<file path="src/rtl/fsd_pkg.sv">
// Shared constants and types for the frame start detector.
// Assumes a 4-bit start-mode code; values above MODE_MATCH are reserved.
package fsd_pkg;
    localparam int MODE_W = 4;

    localparam logic [MODE_W-1:0] MODE_CONT   = 4'h0;
    localparam logic [MODE_W-1:0] MODE_PEER   = 4'h1;
    localparam logic [MODE_W-1:0] MODE_LOW    = 4'h2;
    localparam logic [MODE_W-1:0] MODE_HIGH   = 4'h3;
    localparam logic [MODE_W-1:0] MODE_FALL   = 4'h4;
    localparam logic [MODE_W-1:0] MODE_RISE   = 4'h5;
    localparam logic [MODE_W-1:0] MODE_CHANGE = 4'h6;
    localparam logic [MODE_W-1:0] MODE_EDGE   = 4'h7;
    localparam logic [MODE_W-1:0] MODE_MATCH  = 4'h8;

    typedef enum logic {
        TMR_IDLE = 1'b0,
        TMR_WAIT = 1'b1
    } tmr_state_e;

    typedef struct packed {
        logic level;
        logic rise;
        logic fall;
    } sync_view_t;
endpackage

</file>
<file path="src/rtl/fsd_sync_edge.sv">
// Synchronizes the frame-sync line and derives rise/fall strobes.
// Assumes STAGES >= 2; the strobes last one clock each.
module fsd_sync_edge #(
    parameter int STAGES = 2
) (
    input  logic                clk,
    input  logic                rst_n,
    input  logic                sync_in,
    output fsd_pkg::sync_view_t view
);
    logic [STAGES-1:0] sync_q;
    logic              prev_q;

    // Shift the raw line through the synchronizer and keep one older sample.
    always_ff @(posedge clk) begin
        if (!rst_n) begin
            sync_q <= '0;
            prev_q <= 1'b0;
        end else begin
            sync_q <= {sync_q[STAGES-2:0], sync_in};
            prev_q <= sync_q[STAGES-1];
        end
    end

    // Compare the settled sample against the previous one.
    always_comb begin
        view.level = sync_q[STAGES-1];
        view.rise  = sync_q[STAGES-1] & ~prev_q;
        view.fall  = ~sync_q[STAGES-1] & prev_q;
    end
endmodule

</file>
<file path="src/rtl/fsd_start_select.sv">
// Evaluates the selected start condition while the delay timer is idle.
// Assumes conditions are only taken when enabled, not in soft reset, and idle.
// RX_SIDE enables the compare mode and drops the holding-word requirement.
module fsd_start_select #(
    parameter int RX_SIDE = 1,
    parameter int CMP_W   = 16
) (
    input  logic                     clk,
    input  logic                     rst_n,
    input  logic                     dir_en,
    input  logic                     soft_rst,
    input  logic                     idle,
    input  logic [fsd_pkg::MODE_W-1:0] mode,
    input  fsd_pkg::sync_view_t      view,
    input  logic                     peer_start,
    input  logic                     word_avail,
    input  logic                     xfer_done,
    input  logic [CMP_W-1:0]         rx_word,
    input  logic                     rx_word_valid,
    input  logic [CMP_W-1:0]         cmp_value,
    output logic                     cond_hit
);
    import fsd_pkg::*;

    localparam bit HAS_MATCH = (RX_SIDE != 0);

    logic en_q;
    logic cont_req;
    logic ref_level;
    logic allowed;
    logic word_ok;
    logic match_ok;
    logic raw_hit;

    // Gate detection to enabled, non-reset, idle cycles.
    always_comb begin
        allowed  = dir_en & ~soft_rst & idle;
        word_ok  = HAS_MATCH | word_avail;
        match_ok = HAS_MATCH & rx_word_valid & (rx_word == cmp_value);
    end

    // Decode the start mode into a raw condition.
    always_comb begin
        unique case (mode)
            MODE_CONT:   raw_hit = cont_req & word_ok;
            MODE_PEER:   raw_hit = peer_start;
            MODE_LOW:    raw_hit = ~view.level;
            MODE_HIGH:   raw_hit = view.level;
            MODE_FALL:   raw_hit = view.fall;
            MODE_RISE:   raw_hit = view.rise;
            MODE_CHANGE: raw_hit = view.level ^ ref_level;
            MODE_EDGE:   raw_hit = view.rise | view.fall;
            MODE_MATCH:  raw_hit = match_ok;
            default:     raw_hit = 1'b0;
        endcase
        cond_hit = allowed & raw_hit;
    end

    // Track continuous-start requests and the reference level of the line.
    always_ff @(posedge clk) begin
        if (!rst_n) begin
            en_q      <= 1'b0;
            cont_req  <= 1'b0;
            ref_level <= 1'b0;
        end else if (soft_rst || !dir_en) begin
            en_q      <= 1'b0;
            cont_req  <= 1'b0;
            ref_level <= view.level;
        end else begin
            en_q <= 1'b1;
            if (!en_q || xfer_done) begin
                cont_req <= 1'b1;
            end else if (cond_hit) begin
                cont_req <= 1'b0;
            end
            if (cond_hit) begin
                ref_level <= view.level;
            end
        end
    end
endmodule

</file>
<file path="src/rtl/fsd_delay_timer.sv">
// Counts the start delay in bit ticks and emits the registered start pulse.
// Assumes cond_hit arrives only while idle; clear aborts a pending start.
module fsd_delay_timer #(
    parameter int DELAY_W = 8
) (
    input  logic               clk,
    input  logic               rst_n,
    input  logic               clear,
    input  logic               cond_hit,
    input  logic [DELAY_W-1:0] delay,
    input  logic               bit_tick,
    output logic               idle,
    output logic               start_pulse
);
    import fsd_pkg::*;

    tmr_state_e         state_q;
    logic [DELAY_W-1:0] cnt_q;

    // Load on detection, count ticks, fire when the count is spent.
    always_ff @(posedge clk) begin
        if (!rst_n) begin
            state_q     <= TMR_IDLE;
            cnt_q       <= '0;
            start_pulse <= 1'b0;
        end else if (clear) begin
            state_q     <= TMR_IDLE;
            cnt_q       <= '0;
            start_pulse <= 1'b0;
        end else begin
            start_pulse <= 1'b0;
            unique case (state_q)
                TMR_IDLE: begin
                    if (cond_hit) begin
                        cnt_q   <= delay;
                        state_q <= TMR_WAIT;
                    end
                end
                TMR_WAIT: begin
                    if (bit_tick) begin
                        if (cnt_q == '0) begin
                            start_pulse <= 1'b1;
                            state_q     <= TMR_IDLE;
                        end else begin
                            cnt_q <= cnt_q - 1'b1;
                        end
                    end
                end
                default: state_q <= TMR_IDLE;
            endcase
        end
    end

    // Expose the idle state to the condition selector.
    always_comb idle = (state_q == TMR_IDLE);
endmodule

</file>
<file path="src/rtl/frame_start_detector.sv">
// Top of the frame start detector: synchronizer, condition select, delay.
// Assumes bit_tick is a one-clock strobe in the clk domain.
module frame_start_detector #(
    parameter int RX_SIDE     = 1,
    parameter int DELAY_W     = 8,
    parameter int CMP_W       = 16,
    parameter int SYNC_STAGES = 2
) (
    input  logic                       clk,
    input  logic                       rst_n,
    input  logic                       soft_rst,
    input  logic                       dir_en,
    input  logic                       bit_tick,
    input  logic [fsd_pkg::MODE_W-1:0] start_mode,
    input  logic [DELAY_W-1:0]         start_delay,
    input  logic                       sync_in,
    input  logic                       sync_edge_sel,
    input  logic                       peer_start,
    input  logic                       word_avail,
    input  logic                       xfer_done,
    input  logic [CMP_W-1:0]           rx_word,
    input  logic                       rx_word_valid,
    input  logic [CMP_W-1:0]           cmp_value,
    output logic                       start_pulse,
    output logic                       sync_evt
);
    fsd_pkg::sync_view_t view;
    logic                cond_hit;
    logic                tmr_idle;
    logic                tmr_clear;

    // Cancel pending work on disable or software reset.
    always_comb tmr_clear = soft_rst | ~dir_en;

    fsd_sync_edge #(
        .STAGES (SYNC_STAGES)
    ) u_sync (
        .clk     (clk),
        .rst_n   (rst_n),
        .sync_in (sync_in),
        .view    (view)
    );

    fsd_start_select #(
        .RX_SIDE (RX_SIDE),
        .CMP_W   (CMP_W)
    ) u_sel (
        .clk           (clk),
        .rst_n         (rst_n),
        .dir_en        (dir_en),
        .soft_rst      (soft_rst),
        .idle          (tmr_idle),
        .mode          (start_mode),
        .view          (view),
        .peer_start    (peer_start),
        .word_avail    (word_avail),
        .xfer_done     (xfer_done),
        .rx_word       (rx_word),
        .rx_word_valid (rx_word_valid),
        .cmp_value     (cmp_value),
        .cond_hit      (cond_hit)
    );

    fsd_delay_timer #(
        .DELAY_W (DELAY_W)
    ) u_tmr (
        .clk         (clk),
        .rst_n       (rst_n),
        .clear       (tmr_clear),
        .cond_hit    (cond_hit),
        .delay       (start_delay),
        .bit_tick    (bit_tick),
        .idle        (tmr_idle),
        .start_pulse (start_pulse)
    );

    // Register the sync-detected event on the chosen edge.
    always_ff @(posedge clk) begin
        if (!rst_n) begin
            sync_evt <= 1'b0;
        end else begin
            sync_evt <= dir_en & (sync_edge_sel ? view.fall : view.rise);
        end
    end
endmodule

</file>
<file path="config.mk">
export PLATFORM = sky130hd
export DESIGN_NAME = frame_start_detector
export DESIGN_NICKNAME = d
export VERILOG_FILES = /design/src/rtl/fsd_pkg.sv /design/src/rtl/fsd_sync_edge.sv /design/src/rtl/fsd_start_select.sv /design/src/rtl/fsd_delay_timer.sv /design/src/rtl/frame_start_detector.sv
export SDC_FILE = /design/constraint.sdc
export NUM_CORES = 1
export LEC_CHECK = 0
export ABC_AREA = 1
export BUFFER_PORTS_ARGS = -buffer_cell sky130_fd_sc_hd__buf_2
export CAP_MARGIN = 5
export CORE_UTILIZATION = 41
export CTS_BUF_LIST = sky130_fd_sc_hd__clkbuf_8
export CTS_CLUSTER_SIZE = 25
export DETAILED_ROUTE_END_ITERATION = 12
export PLACE_DENSITY = 0.72
export SYNTH_ARGS = -nofsm -noshare
export SYNTH_HDL_FRONTEND = slang
export SYNTH_SLANG_ARGS = --single-unit
</file>
<file path="constraint.sdc">
create_clock -name clk -period 3.1 [get_ports clk]
set_clock_uncertainty 0.05 [all_clocks]
set_input_delay 0.93 -clock clk [delete_from_list [all_inputs] [get_ports clk]]
set_output_delay 0.93 -clock clk [all_outputs]
set_load 0.02 [all_outputs]
</file>
==> metrics.md, run 1 <==
| Metric | Value |
|---|---|
| Largest net degree at the start of global routing | 13 |
| GRT Total Usage | 0.180 |
| IO Count | 57 |
| Crit-path cells | buf_2 > nor2_2 > nand2_1 > nor2_1 > nand2_1 > nor2_1 > nand3_1 > nand2_1 > nand2_2 > nand2_4 > nand2_2 > nand2_1 > nand2_1 > nor2_1 |
| Antenna violations before repair | 0 |
| Vias in the first global route | about 1300 |
| Final Hold Fails | 0 |
| Rel. slew slack | 0.750 |
| CTS tree | done |
| Outcome | finished clean |
| Sum Neg Setup Slack | 0 ps |
| Initial Utilization | 0.440 |
| Multi-input gate area | between 800 and 900 um^2 |
| H-Tree Depth | 1 |
| Leak | approximately 0.0010 uW |
| Fmax | slightly below 500 MHz |
| Synth warnings | 0 |
| Final worst setup slack | approximately 1000 ps |
| Root Driver | clkbuf_8 |
| Via count | ~1500 |
| FILL cells | between 300 and 400 |
| Total Power | roughly 490 uW |
| Syn Area/Cell | around 5.6 um^2 |
| Final worst path period need | 2060 ps |
| Remaining antenna violation count | 0 |
| 1st-pass router iterations | 4 |
| Total Wirelength | 2.85 mm |
| # nets final | between 300 and 400 |
| Number of synthesized flops with an enable pin | 0 |
| Die width | about 60 um |
| Largest fanout on the critical path | 11 |
| CTS buffer count | 3 |
| Cell Pwr Density | around 290 nW/um^2 |
| Reg area | about 340 um^2 |
| CP Class | input port to register |
| Average via count per standard cell | 4.35 |
| Worst slew pin tran | between 300 and 400 ps |
| Die Y | around 60 um |
| Critical-path top delay cell | nor2_2 |
| Final Max Tran Viols | 0 |
| Insertion delay to the later sink of the worst-skew pair | approximately 250 ps |
| Port Buffer Count | 55 |
| Post-CTS Hold Buffers | 0 |
| Drt wl/cell | roughly 8.3 um |
| Setup crit end kind | register |
| Clock sinks | 17 |
| Setup bufs post-CTS | 0 |
| Worst vdd ir | around 0.00029 V |
| Final cell count without fillers | ~340 |
| Clock transition at path regs | about 70 ps |
| GPL Wtd Cong | between 0.8 and 0.9 |
| CTS Buffer Depth | 2 |
| Setup Viol. Count Final | 0 |
| Syn Nets | about 300 |
| Worst EP required | approximately 3200 ps |
| Dpl cells | ~340 |
| Post-synth ARST share | 0 |
| Worst R2R Setup Slack | 1360 ps |
| First-pass GRT wire length | around 4.9 mm |
| Core footprint | between 3000 and 4000 um^2 |
| Max-Cap Viols | 0 |
| Flip-flop and latch count after synthesis | 17 |
| Post-DP HPWL | 2.30 mm |
| PostCTS Resize Cnt | 0 |
| Fin crit share | 0.664 |
| Residual DRC count | 0 |
| RSZ-0062 raised after global routing | no |
| Crit path largest cell delay | 150 ps |
| Ant diodes | 0 |
| Mapped Area | approximately 1400 um^2 |
| Distinct cells, synth | 27 |
| Synth Flop Type | dfxtp_1 |
| Crit path DAT | 2200 ps |
| Seq/Total Area, Yosys | 0.250 |
| Site Rows | 20 |
| Initial DRC Count | 44 |
| Post-Synthesis Cells | about 240 |
| Area Growth Syn to Fin | 26.0% |
| Congestion Overflow GR | 0 |
| CP most frequent cell | nand2_1 |
| Pre-CTS WS | between 700 and 800 ps |
| Worst Setup Start Kind | input port |
| Total Die Area | 3560 um^2 |
| Share of cells above drive strength 1 | 0.221 |
| Worst hold path class | register to register |
==> cells in the mapped netlist, drive strengths merged, types with 2 or more instances <==
| cell | count | share of area |
|---|---|---|
| ha | 4 | 0.037 |
| a31oi | 2 | 0.0092 |
| o21ai | 6 | 0.022 |
| nand3b | 2 | 0.011 |
| nand3 | 14 | 0.051 |
| xnor2 | 4 | 0.026 |
| nor2 | 38 | 0.11 |
| mux2i | 2 | 0.015 |
| nand2 | 82 | 0.23 |
| nand4 | 3 | 0.014 |
| a21oi | 9 | 0.033 |
| dfxtp | 17 | 0.25 |
| nor3 | 2 | 0.0073 |
| inv | 49 | 0.13 |
| buf | 4 | 0.019 |
==> worst paths after layout <==
kind | from | to | cells after the start
max reg2reg | u_sync.sync_q[1] | u_tmr.cnt_q[3] | 14
min reg2reg | u_sel.en_q | u_sel.cont_req | 1
max | start_mode[1] | u_tmr.cnt_q[1] | 14
min | u_sel.en_q | u_sel.cont_req | 1
==> state kept, by name, indices dropped and copies added, names as in the netlist <==
name	cells
sync_evt	1
u_sel.cont_req	1
u_sel.en_q	1
u_sel.ref_level	1
u_sync.prev_q	1
u_sync.sync_q	2
u_tmr.cnt_q	8
u_tmr.start_pulse	1
u_tmr.state_q	1
==> power by group <==
group | switching (uW) | internal [uW]
clock | 76.5 | 89.2
combinational | 50.2 | 51.1
sequential | 2.71 | 223
==> critical path, delay by kind of cell <==
kind                   cells  cell delay [ps]
AND/OR/NAND/NOR           13             1150
buffers and inverters      1              120
==> per-layer routing <==
metal / global-route usage / part of all wire
met5: 0 / 0
met4: 0.0664 / 0.018
met3: 0.0390 / 0.038
met2: 0.333 / 0.48
met1: 0.199 / 0.46
==> stage by stage <==
stage	utilization	instance area (um^2)	hold WS [ps]
global placement	0.539	1670	355
global route	0.554	1720	393
floorplan	-	1360	340
finish	0.554	1720	369
detailed placement	0.539	1670	349
CTS	0.554	1720	371
==> logic make-up (layout without fill, tap and decap cells) <==
| group | Yosys count | after routing | share of synthesized area |
|---|---|---|---|
| AO/OA/AOI/OAI | 19 | 19 | 0.0761 |
| XOR/XNOR | 5 | 5 | 0.0321 |
| adder cells (fa/ha/maj) | 4 | 4 | 0.0367 |
| buffers and inverters | 54 | 109 | 0.157 |
| flip-flops | 17 | 17 | 0.250 |
| multiplexers | 2 | 2 | 0.0147 |
| AND/OR/NAND/NOR | 143 | 143 | 0.434 |
==> placed cells by master, fill, tap and decap left out, types with 2 or more instances in the layout <==
cell / count
a21oi_1: 9
a31oi_1: 2
buf_2: 55
clkbuf_8: 3
dfxtp_1: 17
ha_1: 4
inv_1: 48
mux2i_1: 2
nand2_1: 79
nand2_2: 2
nand3_1: 14
nand3b_1: 2
nand4_1: 3
nor2_1: 37
nor3_1: 2
o21ai_0: 5
xnor2_1: 4
==> area by class of cell <==
class	instances	share of cell area
clock buffer	3	0.0240
clock inverter	1	0.00291
inverter	49	0.107
multi-input combinational	173	0.471
sequential	17	0.198
tap	44	0.0320
timing repair buffer	56	0.165
Note: power is estimated with default switching activity, not from simulation.
==> inputs of run 2 (changes only) <==
==> constraint.sdc (replaced) <==
create_clock -name clk -period 2 [get_ports clk]
set_clock_uncertainty 0.05 [all_clocks]
set_input_delay 0.6 -clock clk [delete_from_list [all_inputs] [get_ports clk]]
set_output_delay 0.6 -clock clk [all_outputs]
set_load 0.02 [all_outputs]
==> run 2 against run 1 <==
Compared with the run above: final cell count increased by 0.58%; global-route usage decreased by 0.58 points; first-iteration DRC count increased by 9.1%; setup slack got worse by 740 ps; flip-flop and latch count unchanged; hold slack got worse by 5.0 ps; combinational power increased by 57%; routed wire length increased by 0.70%; largest cell class unchanged; sequential power increased by 55%; clock-buffer cell count unchanged; non-clock buffer count increased by 2.
==> metrics.md, run 2 (synthesized netlist as in run 1, its figures left out) <==
| Metric | Value |
|---|---|
| Total Power | 769 uW (+56%) |
| Final Hold Fails | 0 (unchanged) |
| Final cell count without fillers | 345 (+0.58%) |
| Net switching power | 206 uW (+59%) |
| Worst vdd ir | 0.000327 V (+14%) |
| Final worst path period need | about 1700 ps |
| Antenna violations before repair | 0 (unchanged) |
| IO Count | 57 (unchanged) |
| Most frequent cells in the layout | 79 x nand2_1, 55 x buf_2, 48 x inv_1 |
| Commonest non-fill, non-tap cell in the layout | nand2_1 |
| Port Buffer Count | 55 (unchanged) |
| Worst Setup Start Kind | input port |
| Worst R2R Setup Slack | 310 ps (-1050 ps) |
| GRT Total Usage | 0.174 (-0.00581) |
| R2R Path End | u_tmr.cnt_q[3] |
| Last element of the critical path | u_tmr.cnt_q[1] |
| Total Die Area | 3560 um^2 (unchanged) |
| Vias in the first global route | 1310 (+0.076%) |
| Max-Cap Viols | 0 (unchanged) |
| Largest regs | u_tmr.cnt_q (8), u_sync.sync_q (2) |
| Remaining antenna violation count | 0 (unchanged) |
| Initial DRC Count | 48 (+9.1%) |
| Reg with most FFs | u_tmr.cnt_q |
| CP most frequent cell | nand2_1 |
| CP startpoint | start_mode[1] |
| First-pass GRT wire length | 4.82 mm (-2.5%) |
| Clock power share | 0.339 (+0.002) |
| Dpl cells | 341 (+0.59%) |
| Fmax | 590 MHz |
| CTS tree | done |
| Post-CTS Hold Buffers | 0 (unchanged) |
| Placed cell area | 1690 um^2 (+0.90%) |
| Ant diodes | 0 (unchanged) |
| Outcome | finished clean |
| Worst-case reg-to-reg path depth | 14 (unchanged) |
| Worst EP required | 2140 ps (-1100 ps) |
| Crit path largest cell delay | 140 ps (about the same) |
| CP Class | input port to register |
| Share of cells above drive strength 1 | 0.226 (+0.00518) |
| Worst hold path class | register to register |
| Die Y | 59.7 um (unchanged) |
| CTS Buffer Depth | 2 (unchanged) |
| Cell Pwr Density | 444 nW/um^2 (+55%) |
| Average via count per standard cell | 4.38 (+0.69%) |
| Leak | 0.00102 uW (+0.83%) |
| FILL cells | 340 (-3.1%) |
| Clock transition at path regs | 70 ps (about the same) |
| Sw frac | 0.268 (+0.00471) |
| Site Rows | 20 (unchanged) |
| Fin crit share | 0.847 |
| Post-DP HPWL | 2.34 mm (+1.9%) |
| Via count | 1511 (+1.3%) |
| Die width | 59.7 um (unchanged) |
| Largest fanout on the critical path | 11 (unchanged) |
| Largest net degree at the start of global routing | 13 (unchanged) |
| Cell area after layout | 1730 um^2 (+0.87%) |
| Final Max Tran Viols | 0 (unchanged) |
| GPL Wtd Cong | 0.810 (-1.2%) |
| Sequential share of power | 0.454 (-0.004) |
| Reg-to-Reg Start | u_sync.sync_q[1] |
| Drt wl/cell | 8.32 um (+0.12%) |
| Crit path DAT | 1840 ps (-360 ps) |
| Worst slew pin tran | 377 ps (+2.15 ps) |
| Total Wirelength | 2.87 mm (+0.70%) |
| Root Driver | clkbuf_8 |
| Setup bufs post-CTS | 0 (unchanged) |
| Comb pwr share | 0.207 (about the same) |
| 1st-pass router iterations | 6 (+2) |
| CTS buffer count | 3 (unchanged) |
| Power Internal | 563 uW (+55%) |
| Setup crit end kind | register |
| PostCTS Resize Cnt | 0 (unchanged) |
| Max FFs per register | 8 (unchanged) |
| # nets final | 361 (+0.56%) |
| Initial Utilization | 0.440 (unchanged) |
| RSZ-0062 raised after global routing | no |
| Clock sinks | 17 (unchanged) |
| Residual DRC count | 0 (unchanged) |
| Sum Neg Setup Slack | 0 ps (unchanged) |
| Area Growth Syn to Fin | 27.1% |
| Core footprint | 3100 um^2 (unchanged) |
| Insertion delay to the later sink of the worst-skew pair | 250 ps (about the same) |
| Critical-path top delay cell | nor2_2 |
| Setup Viol. Count Final | 0 (unchanged) |
| Crit-path cells | buf_2 > nor2_2 > nand2_1 > nor2_1 > nand2_1 > nor2_1 > nand3_1 > nand2_1 > nand2_2 > nand2_4 > nand2_2 > nand2_1 > nand2_1 > nor2_1 |
| H-Tree Depth | 1 (unchanged) |
| Congestion Overflow GR | 0 (unchanged) |
| Rel. slew slack | 0.748 (-0.00143) |
-- run 2: worst max-delay path: cells and delay by family --
family / cells / cell delay (ps)
and+or+nand+nor: 13 / 1110
buffers and inverters: 1 / 120
-- run 2: worst min-delay path by stage --
stage	startpoint	endpoint	slack, ps	depth (start not counted)
2_1_floorplan	u_sync.sync_q[0]	u_sync.sync_q[1]	340	2
3_3_place_gp	u_sync.sync_q[0]	u_sync.sync_q[1]	350	2
3_5_place_dp	u_sync.sync_q[0]	u_sync.sync_q[1]	360	2
4_1_cts	u_sel.en_q	u_sel.cont_req	370	1
5_1_grt	u_sel.en_q	u_sel.cont_req	380	1
6_report	u_sel.en_q	u_sel.cont_req	360	1
-- run 2: layout make-up --
cell class,instances,area (um^2),area share
Timing Repair Buffer,58,298,0.172
Inverter,49,184,0.106
Clock buffer,3,41.3,0.0238
Multi-Input combinational cell,173,810,0.467
Tap cell,44,55.1,0.0318
Clock inverter,1,5.00,0.00289
Sequential cell,17,340,0.196
-- run 2: power groups by stage --
stage,Clock [uW],Combinational (uW),Sequential [uW]
after floorplan,0,86.8,356
after global placement,0,157,357
after detailed placement,0,160,357
after CTS,272,161,349
after global routing,285,186,349
final,261,159,349
-- run 2: stage by stage --
step / setup slack [ps] / hold slack, ps / utilization
6_report: 305 / 364 / 0.558
5_1_grt: 71.4 / 383 / 0.558
4_1_cts: 298 / 366 / 0.558
3_5_place_dp: 31.0 / 357 / 0.544
3_3_place_gp: 40.5 / 355 / 0.544
2_1_floorplan: 291 / 340 / -
-- run 2: layer usage --
layer | routed length, um | track usage | share of wire
met1 | 1380 | 0.194 | 0.48
met2 | 1380 | 0.327 | 0.48
met3 | 114 | 0.0411 | 0.040
met4 | 0 | 0.0465 | 0
met5 | 0 | 0 | 0
==> inputs of run 3 (changes only) <==
--- a/config.mk
+++ b/config.mk
@@ -12,7 +12,7 @@
 export CTS_BUF_LIST = sky130_fd_sc_hd__clkbuf_8
 export CTS_CLUSTER_SIZE = 25
 export DETAILED_ROUTE_END_ITERATION = 12
-export PLACE_DENSITY = 0.72
+export PLACE_DENSITY = 0.75
 export SYNTH_ARGS = -nofsm -noshare
 export SYNTH_HDL_FRONTEND = slang
 export SYNTH_SLANG_ARGS = --single-unit
==> constraint.sdc (replaced) <==
create_clock -name clk -period 1.4 [get_ports clk]
set_clock_uncertainty 0.05 [all_clocks]
set_input_delay 0.42 -clock clk [delete_from_list [all_inputs] [get_ports clk]]
set_output_delay 0.42 -clock clk [all_outputs]
set_load 0.02 [all_outputs]
==> run 3 against run 2 <==
Compared with the run above: the run now ends with setup timing left; clock power up 40%; non-clock buffer count up 24; power up 48%; sequential power up 43%; hold slack worse by 62 ps; sequential share of layout area down 2.8 points; critical path depth down 1; first-iteration DRC count up 46%.
==> metrics.md, run 3 (synthesized netlist as in run 1, its figures left out) <==
| Metric | Value |
|---|---|
| Outcome | finished, violations left |
| Failing checks | setup timing |
| Pre-CTS WS | -372 ps (-403 ps) |
| Worst Setup Start Kind | register |
| Largest regs | u_tmr.cnt_q (8), u_sync.sync_q (2) |
| Area Growth Syn to Fin | 50.5% |
| Share of cells above drive strength 1 | 0.348 (+0.122) |
| Residual DRC count | 0 (unchanged) |
| Port Buffer Count | 55 (unchanged) |
| Worst vdd ir | 0.000422 V (+29%) |
| Post-CTS Hold Buffers | 0 (unchanged) |
| Post-DP HPWL | 2.66 mm (+14%) |
| Clock power share | 0.321 (-0.018) |
| IO Count | 57 (unchanged) |
| Rel. slew slack | 0.794 (+0.0461) |
| Total Power | 1140 uW (+48%) |
| Fin crit share | 1.18 |
| Cell area after layout | 2050 um^2 (+18%) |
| Power Internal | 827 uW (+47%) |
| Final Max Tran Viols | 0 (unchanged) |
| Clock transition at path regs | 70 ps (about the same) |
| Clock sinks | 17 (unchanged) |
| Max FFs per register | 8 (unchanged) |
| H-Tree Depth | 1 (unchanged) |
| GRT Total Usage | 0.213 (+0.0385) |
| Die Y | 59.7 um (unchanged) |
| CTS buffer count | 3 (unchanged) |
| Total Die Area | 3560 um^2 (unchanged) |
| Worst hold path class | input port to register |
| Reg with most FFs | u_tmr.cnt_q |
| Critical-path top delay cell | dfxtp_2 |
| CP Class | register to register |
| Crit path largest cell delay | 330 ps (+190 ps) |
| Largest net degree at the start of global routing | 12 (-1) |
| Final cell count without fillers | 369 (+7.0%) |
| Cell Pwr Density | 554 nW/um^2 (+25%) |
| Net switching power | 310 uW (+51%) |
| Initial DRC Count | 70 (+46%) |
| Site Rows | 20 (unchanged) |
| RSZ-0062 raised after global routing | yes |
| Setup Viol. Count Final | 11 (+11) |
| Placed cell area | 1860 um^2 (+10%) |
| Sw frac | 0.273 (+0.00535) |
| Initial Utilization | 0.440 (unchanged) |
| Insertion delay to the later sink of the worst-skew pair | 250 ps (about the same) |
| Congestion Overflow GR | 0 (unchanged) |
| Sequential share of power | 0.438 (-0.016) |
| Worst slew pin tran | 308 ps (-69.1 ps) |
| GPL Wtd Cong | 0.832 (+2.8%) |
| Drt wl/cell | 9.90 um (+19%) |
| Via count | 1689 (+12%) |
| Die width | 59.7 um (unchanged) |
| Fmax | roughly 610 MHz |
| 1st-pass router iterations | 4 (-2) |
| Max-Cap Viols | 0 (unchanged) |
| Root Driver | clkbuf_8 |
| Vias in the first global route | 1441 (+10%) |
| Comb pwr share | 0.241 (+0.034) |
| CTS Buffer Depth | 2 (unchanged) |
| Crit-path cells | buf_6 > ha_4 > nand2_2 > nand2_1 > inv_1 > a21boi_1 > nor2_1 > nand2_1 > nand2_2 > nand2_4 > buf_6 > a21oi_4 > nor2_1 |
| Core footprint | 3100 um^2 (unchanged) |
| Final worst path period need | ~1600 ps |
| FILL cells | 276 (-19%) |
| Final worst setup slack | -248 ps (-553 ps) |
| Crit path DAT | 1750 ps (-90 ps) |
| Remaining antenna violation count | 0 (unchanged) |
| Most frequent cells in the layout | 70 x nand2_1, 55 x buf_2, 48 x inv_1 |
| First-pass GRT wire length | 5.79 mm (+20%) |
| Total Wirelength | 3.65 mm (+27%) |
| Antenna violations before repair | 0 (unchanged) |
| Setup crit end kind | register |
| Commonest non-fill, non-tap cell in the layout | nand2_1 |
| Largest fanout on the critical path | 6 (-5) |
| Dpl cells | 359 (+5.3%) |
| Ant diodes | 0 (unchanged) |
| Average via count per standard cell | 4.58 (+4.5%) |
| CTS tree | done |
| # nets final | 385 (+6.6%) |
| Leak | 0.00117 uW (+15%) |
| Final Hold Fails | 0 (unchanged) |
| Worst EP required | 1510 ps (-630 ps) |
==> run 3: power groups by stage <==
stage	Combinational [uW]	Sequential [uW]	Clock (uW)
3_5_place_dp	249	509	0
3_3_place_gp	242	509	0
4_1_cts	264	498	370
5_1_grt	309	499	395
2_1_floorplan	126	509	0
6_report	274	498	365
==> run 3: metrics by stage <==
stage	util	TNS (ps)	hold WS [ps]
2_1_floorplan	-	-613	340
3_3_place_gp	0.600	-3140	355
3_5_place_dp	0.600	-3350	358
4_1_cts	0.644	-1410	304
5_1_grt	0.661	-4010	315
6_report	0.661	-2360	303
==> run 3: timing repair <==
action / 4_1_cts / 5_1_grt
endpoints found under the setup margin: 11 / 11
resized for setup: 15 / 11
pin swaps: 7 / 10
setup buffers: 4 / 2
hold endpoints to repair: 0 / 0
==> run 3: cell type report <==
class / count / area, um^2 / share of cell area
Inverter: 49 / 186 / 0.0909
Sequential cell: 17 / 345 / 0.168
Timing Repair Buffer: 82 / 513 / 0.250
Clock buffer: 3 / 41.3 / 0.0201
Tap cell: 44 / 55.1 / 0.0268
Clock inverter: 1 / 3.75 / 0.00183
Multi-Input combinational cell: 173 / 907 / 0.442
==> run 3: path summary, 6_finish.rpt <==
path | startpoint | end | slack, ps | cells after the start
hold reg to reg | u_sync.sync_q[0] | u_sync.sync_q[1] | 360 | 2
hold / removal | sync_in | u_sync.sync_q[0] | 300 | 3
setup reg to reg | u_sync.prev_q | u_tmr.cnt_q[2] | -250 | 13
setup / recovery | u_sync.prev_q | u_tmr.cnt_q[2] | -250 | 13
==> run 3: critical path, delay by kind of cell, from the launching register on <==
| family | cells | cell delay [ps] |
|---|---|---|
| AOI/OAI and AO/OA | 2 | 170 |
| adders and majority gates | 1 | 150 |
| buffers and inverters | 3 | 300 |
| DFF | 1 | 330 |
| and+or+nand+nor | 7 | 550 |
==> run 3: layer usage <==
layer | global-route usage | part of all wire
met1 | 0.247 | 0.45
met2 | 0.378 | 0.48
met3 | 0.0390 | 0.055
met4 | 0.0930 | 0.014
met5 | 0 | 0
